## config.mk

```make
export PLATFORM = sky130hd
export DESIGN_NAME = mdio_master
export DESIGN_NICKNAME = d
export VERILOG_FILES = /design/src/rtl/mdio_master.sv
export SDC_FILE = /design/constraint.sdc
export NUM_CORES = 1
export LEC_CHECK = 0
export ABC_AREA = 1
export BUFFER_PORTS_ARGS = -buffer_cell sky130_fd_sc_hd__buf_2
export CELL_PAD_IN_SITES_DETAIL_PLACEMENT = 2
export CELL_PAD_IN_SITES_GLOBAL_PLACEMENT = 2
export CORE_MARGIN = 2
export CORE_UTILIZATION = 31
export CTS_CLUSTER_DIAMETER = 120
export DETAILED_ROUTE_END_ITERATION = 12
export HOLD_SLACK_MARGIN = 0.08
export PLACE_DENSITY = 0.85
export SYNTH_ARGS = -nofsm -noshare
export SYNTH_HDL_FRONTEND = slang
export SYNTH_SLANG_ARGS = --single-unit
export TNS_END_PERCENT = 20
```

## constraint.sdc

```tcl
create_clock -name clk -period 1.8 [get_ports clk]
set_clock_uncertainty 0.05 [all_clocks]
set_input_delay 0.18 -clock clk [delete_from_list [all_inputs] [get_ports clk]]
set_output_delay 0.18 -clock clk [all_outputs]
set_load 0.005 [all_outputs]
```

## src/rtl/mdio_master.sv

```systemverilog
module mdio_master #(
  parameter int PHY_AW  = 5,
  parameter int REG_AW  = 5,
  parameter int DATA_W  = 16,
  parameter int PRE_LEN = 32,
  parameter int DIV0    = 16,
  parameter int DIV1    = 26,
  parameter int DIV2    = 42,
  parameter int DIV3    = 62,
  parameter int DIV4    = 102,
  localparam int CMD_W  = 6 + REG_AW + PHY_AW
) (
  input  logic              clk,
  input  logic              rst_n,
  input  logic              cmd_we,
  input  logic [CMD_W-1:0]  cmd_wdata,
  input  logic              data_we,
  input  logic [DATA_W-1:0] data_wdata,
  output logic [CMD_W-1:0]  cmd_rdata,
  output logic [DATA_W-1:0] data_rdata,
  output logic              mdc,
  output logic              mdio_o,
  output logic              mdio_oe,
  input  logic              mdio_i
);
  localparam int REG_LSB   = 6;
  localparam int PHY_LSB   = REG_LSB + REG_AW;
  localparam int FRAME_LEN = PRE_LEN + 4 + PHY_AW + REG_AW + 2 + DATA_W;
  localparam int IDX_W     = $clog2(FRAME_LEN);
  localparam int HALF_W    = $clog2(DIV4 / 2 + 1);
  localparam logic [IDX_W-1:0] LAST_IDX = IDX_W'(FRAME_LEN - 1);
  localparam logic [IDX_W-1:0] DATA_IDX = IDX_W'(FRAME_LEN - DATA_W);
  localparam logic [IDX_W-1:0] PRE_TA   = IDX_W'(FRAME_LEN - DATA_W - 3);

  logic [PHY_AW-1:0]    phy_q;
  logic [REG_AW-1:0]    reg_q;
  logic [3:0]           rng_q;
  logic                 wr_q, busy_q, mdc_q, out_q, oe_q;
  logic [DATA_W-1:0]    data_q;
  logic [FRAME_LEN-1:0] sh_q;
  logic [IDX_W-1:0]     idx_q;
  logic [HALF_W-1:0]    cnt_q;

  function automatic logic [HALF_W-1:0] half_of(input logic [3:0] code);
    case (code)
      4'd0:    half_of = HALF_W'(DIV0 / 2);
      4'd1:    half_of = HALF_W'(DIV1 / 2);
      4'd2:    half_of = HALF_W'(DIV2 / 2);
      4'd3:    half_of = HALF_W'(DIV3 / 2);
      default: half_of = HALF_W'(DIV4 / 2);
    endcase
  endfunction

  wire                 start   = cmd_we && cmd_wdata[0] && !busy_q;
  wire [DATA_W-1:0]    data_nx = data_we ? data_wdata : data_q;
  wire [HALF_W-1:0]    half_w  = half_of(rng_q);
  wire                 tick    = (cnt_q == half_w - 1'b1);
  wire [FRAME_LEN-1:0] frame_w = {{PRE_LEN{1'b1}}, 2'b01,
                                  cmd_wdata[1] ? 2'b01 : 2'b10,
                                  cmd_wdata[PHY_LSB +: PHY_AW],
                                  cmd_wdata[REG_LSB +: REG_AW],
                                  2'b10, data_nx};

  always_ff @(posedge clk) begin
    if (!rst_n) begin
      phy_q  <= '0;
      reg_q  <= '0;
      rng_q  <= '0;
      wr_q   <= 1'b0;
      busy_q <= 1'b0;
      data_q <= '0;
      mdc_q  <= 1'b0;
      out_q  <= 1'b0;
      oe_q   <= 1'b0;
      sh_q   <= '0;
      idx_q  <= '0;
      cnt_q  <= '0;
    end else if (!busy_q) begin
      if (cmd_we) begin
        phy_q <= cmd_wdata[PHY_LSB +: PHY_AW];
        reg_q <= cmd_wdata[REG_LSB +: REG_AW];
        rng_q <= cmd_wdata[5:2];
        wr_q  <= cmd_wdata[1];
      end
      if (data_we) data_q <= data_wdata;
      if (start) begin
        busy_q <= 1'b1;
        out_q  <= frame_w[FRAME_LEN-1];
        sh_q   <= frame_w << 1;
        oe_q   <= 1'b1;
        mdc_q  <= 1'b0;
        idx_q  <= '0;
        cnt_q  <= '0;
      end
    end else if (!tick) begin
      cnt_q <= cnt_q + 1'b1;
    end else begin
      cnt_q <= '0;
      if (!mdc_q) begin
        mdc_q <= 1'b1;
        if (!wr_q && idx_q >= DATA_IDX)
          data_q <= {data_q[DATA_W-2:0], mdio_i};
      end else begin
        mdc_q <= 1'b0;
        if (idx_q == LAST_IDX) begin
          busy_q <= 1'b0;
          oe_q   <= 1'b0;
          out_q  <= 1'b0;
        end else begin
          idx_q <= idx_q + 1'b1;
          out_q <= sh_q[FRAME_LEN-1];
          sh_q  <= sh_q << 1;
          if (!wr_q && idx_q == PRE_TA) oe_q <= 1'b0;
        end
      end
    end
  end

  assign cmd_rdata  = {phy_q, reg_q, rng_q, wr_q, busy_q};
  assign data_rdata = data_q;
  assign mdc        = mdc_q;
  assign mdio_o     = out_q;
  assign mdio_oe    = oe_q;
endmodule

```

==> impl_metrics.yaml <==
run_status:
  status: "complete, but fails checks"
  violations: "negative setup slack"
clock_network:
  cts-root-buf: "clkbuf_16"
  cts_tree: "yes"
  numCtsBuffers: 9
  htreeDepth: 3
  clockBufferDepth: 2
  cts.reportedPaths.clkPinSlew_ps: 100
  clock_latency_ps: 400
  clock-sinks: 110
floorplan:
  initial_core_util_pct: 31.4
  die_y_um: 139
  io_pins: 72
  core.rowCount: 49
  design.die.area_sq_um: 19200
  core_sq_um: 17900
  dieWidth_um: 139
sta:
  fmax_ghz: 0.477
  worst_hold_slack_ps: 196
  finalHoldViolCount: 0
  setup_viol: 94
  final.min_clock_period_ps: 2100
  fin_crit_sh_pct: 116
  tns_ps: -17680
  rsz0062_at_grt: "yes"
  slew_headroom_pct: 67.1
  worstMarginPinSlew_ps: 488
  final_max_slew_viol_count: 0
  fin_ws_ps: -295
grt:
  gr-total-overflow: 0
  grt_pass1_wl_mm: 46.9
  track_usage_pct: 31.3
  grt_antenna_before_repair: 0
  grt_pass1_vias: 7743
  grt_max_degree: 65
routing:
  ant_nets: 0
  wl_per_cell_um: 27.2
  wirelength_mm: 33.6
  drtIter0Drc: 484
  first_pass_iters: 5
  vias: 6998
  viasPerCell: 5.67
  drc: 0
place:
  placed_cells: 1186
  gp_congestion: 0.731
  portBuffers: 71
  dp_slack_ps: -187
  dp_hpwl_mm: 12.9
yosys:
  synth_area_leaders: "dfxtp_1 (39%), nand2_1 (15%), nor2_1 (12%), inv_1 (7.9%), nand4_1 (7.0%)"
  syn_area_sq_um: 5630
  synth_cell_types: 27
  seq_area_frac_synth_pct: 39.1
  post_synth.cell_area_avg_sq_um: 6.24
  synth_top_area_share_pct: 39.1
  synthCells: 902
  yosys.area.top_type: "dfxtp_1"
  yosysMostFrequentCell: "nand2_1"
  synth_commonest_cells: "nand2_1 (220), nor2_1 (185), inv_1 (118), dfxtp_1 (110)"
  synth_edf_count: 0
  synth-main-ff-cell: "dfxtp_1"
  ys_warn_count: 0
  syn_nets: 942
  yosys_register_bits: 110
  synthArstFlopShare_pct: 0
power:
  powerDensity_nw_per_um2: 949
  power_mw: 7.28
  ir_worst_vdd_mv: 0.656
  leakage_nw: 3.61
critical_path:
  crit_slowest_cell: "dfxtp_1"
  slowest_delay_ps: 370
  crit_fanout: 47
  path_buf_inv: 3
  arrival_ps: 2360
  cp-end-kind: "flop"
  cpLargestDelayFamily: "simple AND/OR/NAND/NOR gates"
  critPathRequiredTime_ps: 2070
  crit_chain: "nand2_1, inv_1, nand4_1, nor2_2, nor2_4, buf_4, buf_12, nand4_1, nand2_1, nor2_1"
  start_kind: "flop"
  path_class: "reg -> reg"
finish:
  n_antenna_cell: 0
  instances_no_fill: 1235
  drive_gt1_share_pct: 27.7
  fillers: 2076
  final_nets: 1041
  syn_to_final_growth_pct: 36.4
run:
  cap_violations: 0
min_path:
  hold_class: "in -> reg"
[sequential cells by signal, summed over array words and instances (netlist names), 4 cells and up]
| signal | cells |
|---|---|
| idx_q | 6 |
| reg_q | 5 |
| rng_q | 4 |
| data_rdata | 16 |
| phy_q | 5 |
| cnt_q | 6 |
| sh_q | 63 |
[cell usage in the layout, fill, tap and decap left out, drive strengths merged]
cell type    Yosys  layout
and2             1       1
o21ai           64      64
nor3             2       2
nand2          220     220
buf             27     130
clkinvlp         0       1
a21oi           48      48
a31oi            1       1
or2              1       1
dlygate4sd3      0      15
bufinv           0       1
nand4           63      63
o22ai            2       2
nand3b           1       1
xnor2            2       2
ha               3       3
clkinv           2       4
clkbuf          33      11
dfxtp          110     110
xor2             3       3
nand3           14      14
inv            118     121
nor2           187     188
[area by class of cell]
class                           instances  area (sq um)  area share (%)
Timing Repair Buffer                  147          1320            17.2
Tap cell                              229           287            3.73
Multi-Input combinational cell        613          3090            40.2
Clock buffer                            9           225            2.93
Inverter                              120           453            5.90
Sequential cell                       110          2220            28.9
Clock inverter                          7          81.3            1.06
[what timing repair did]
item | CTS | global route
cloned | 8 | 2
pin swaps | 37 | 25
hold buffers | 15 | 0
resized for setup | 53 | 109
endpoints found under the hold margin | 15 | 0
setup buffers | 8 | 0
endpoints found under the setup margin | 94 | 96
[cell families (layout without fill, tap and decap cells)]
group,count (synthesis),count (layout),share of synthesized area [%]
and+or+nand+nor,489,490,36.2
AOI/OAI and AO/OA,115,115,10.3
DFF,110,110,39.1
buffers and inverters,180,283,12.9
xor gates and xnor gates,5,5,0.779
adders and majority gates,3,3,0.667
[final timing paths]
| path | from | to | slack [ps] | cells past startpoint |
|---|---|---|---|---|
| worst min-delay path | cmd_wdata[1] | wr_q | 200 | 3 |
| worst min register to register | reg_q[1] | reg_q[1] | 470 | 2 |
| worst max-delay path | idx_q[2] | sh_q[50] | -300 | 10 |
| worst max register to register | idx_q[2] | sh_q[50] | -300 | 10 |
[through the flow]
step | instance area [sq um] | util, %
2_1_floorplan | 5630 | -
6_report | 7670 | 42.9
3_5_place_dp | 6440 | 36.0
4_1_cts | 7340 | 41.0
5_1_grt | 7670 | 42.9
3_3_place_gp | 6440 | 36.0
[worst min-delay path, stage by stage]
cell and delay [ps]:
buf_2 110, o21ai_0 140, nor2_1 160
[per-layer routing]
layer	GRT usage (%)	vias up	part of all wire [%]
met3	4.35	122	4.4
met5	0	-	0
li1	-	3019	-
met1	36.5	3570	40
met4	17.3	0	5.7
met2	55.5	287	50
[report_power, final]
part | switching, mW | internal [mW]
sequential | 0.222 | 2.66
combinational | 1.34 | 0.726
clock | 1.23 | 1.10
(Power assumes the default switching activity.)
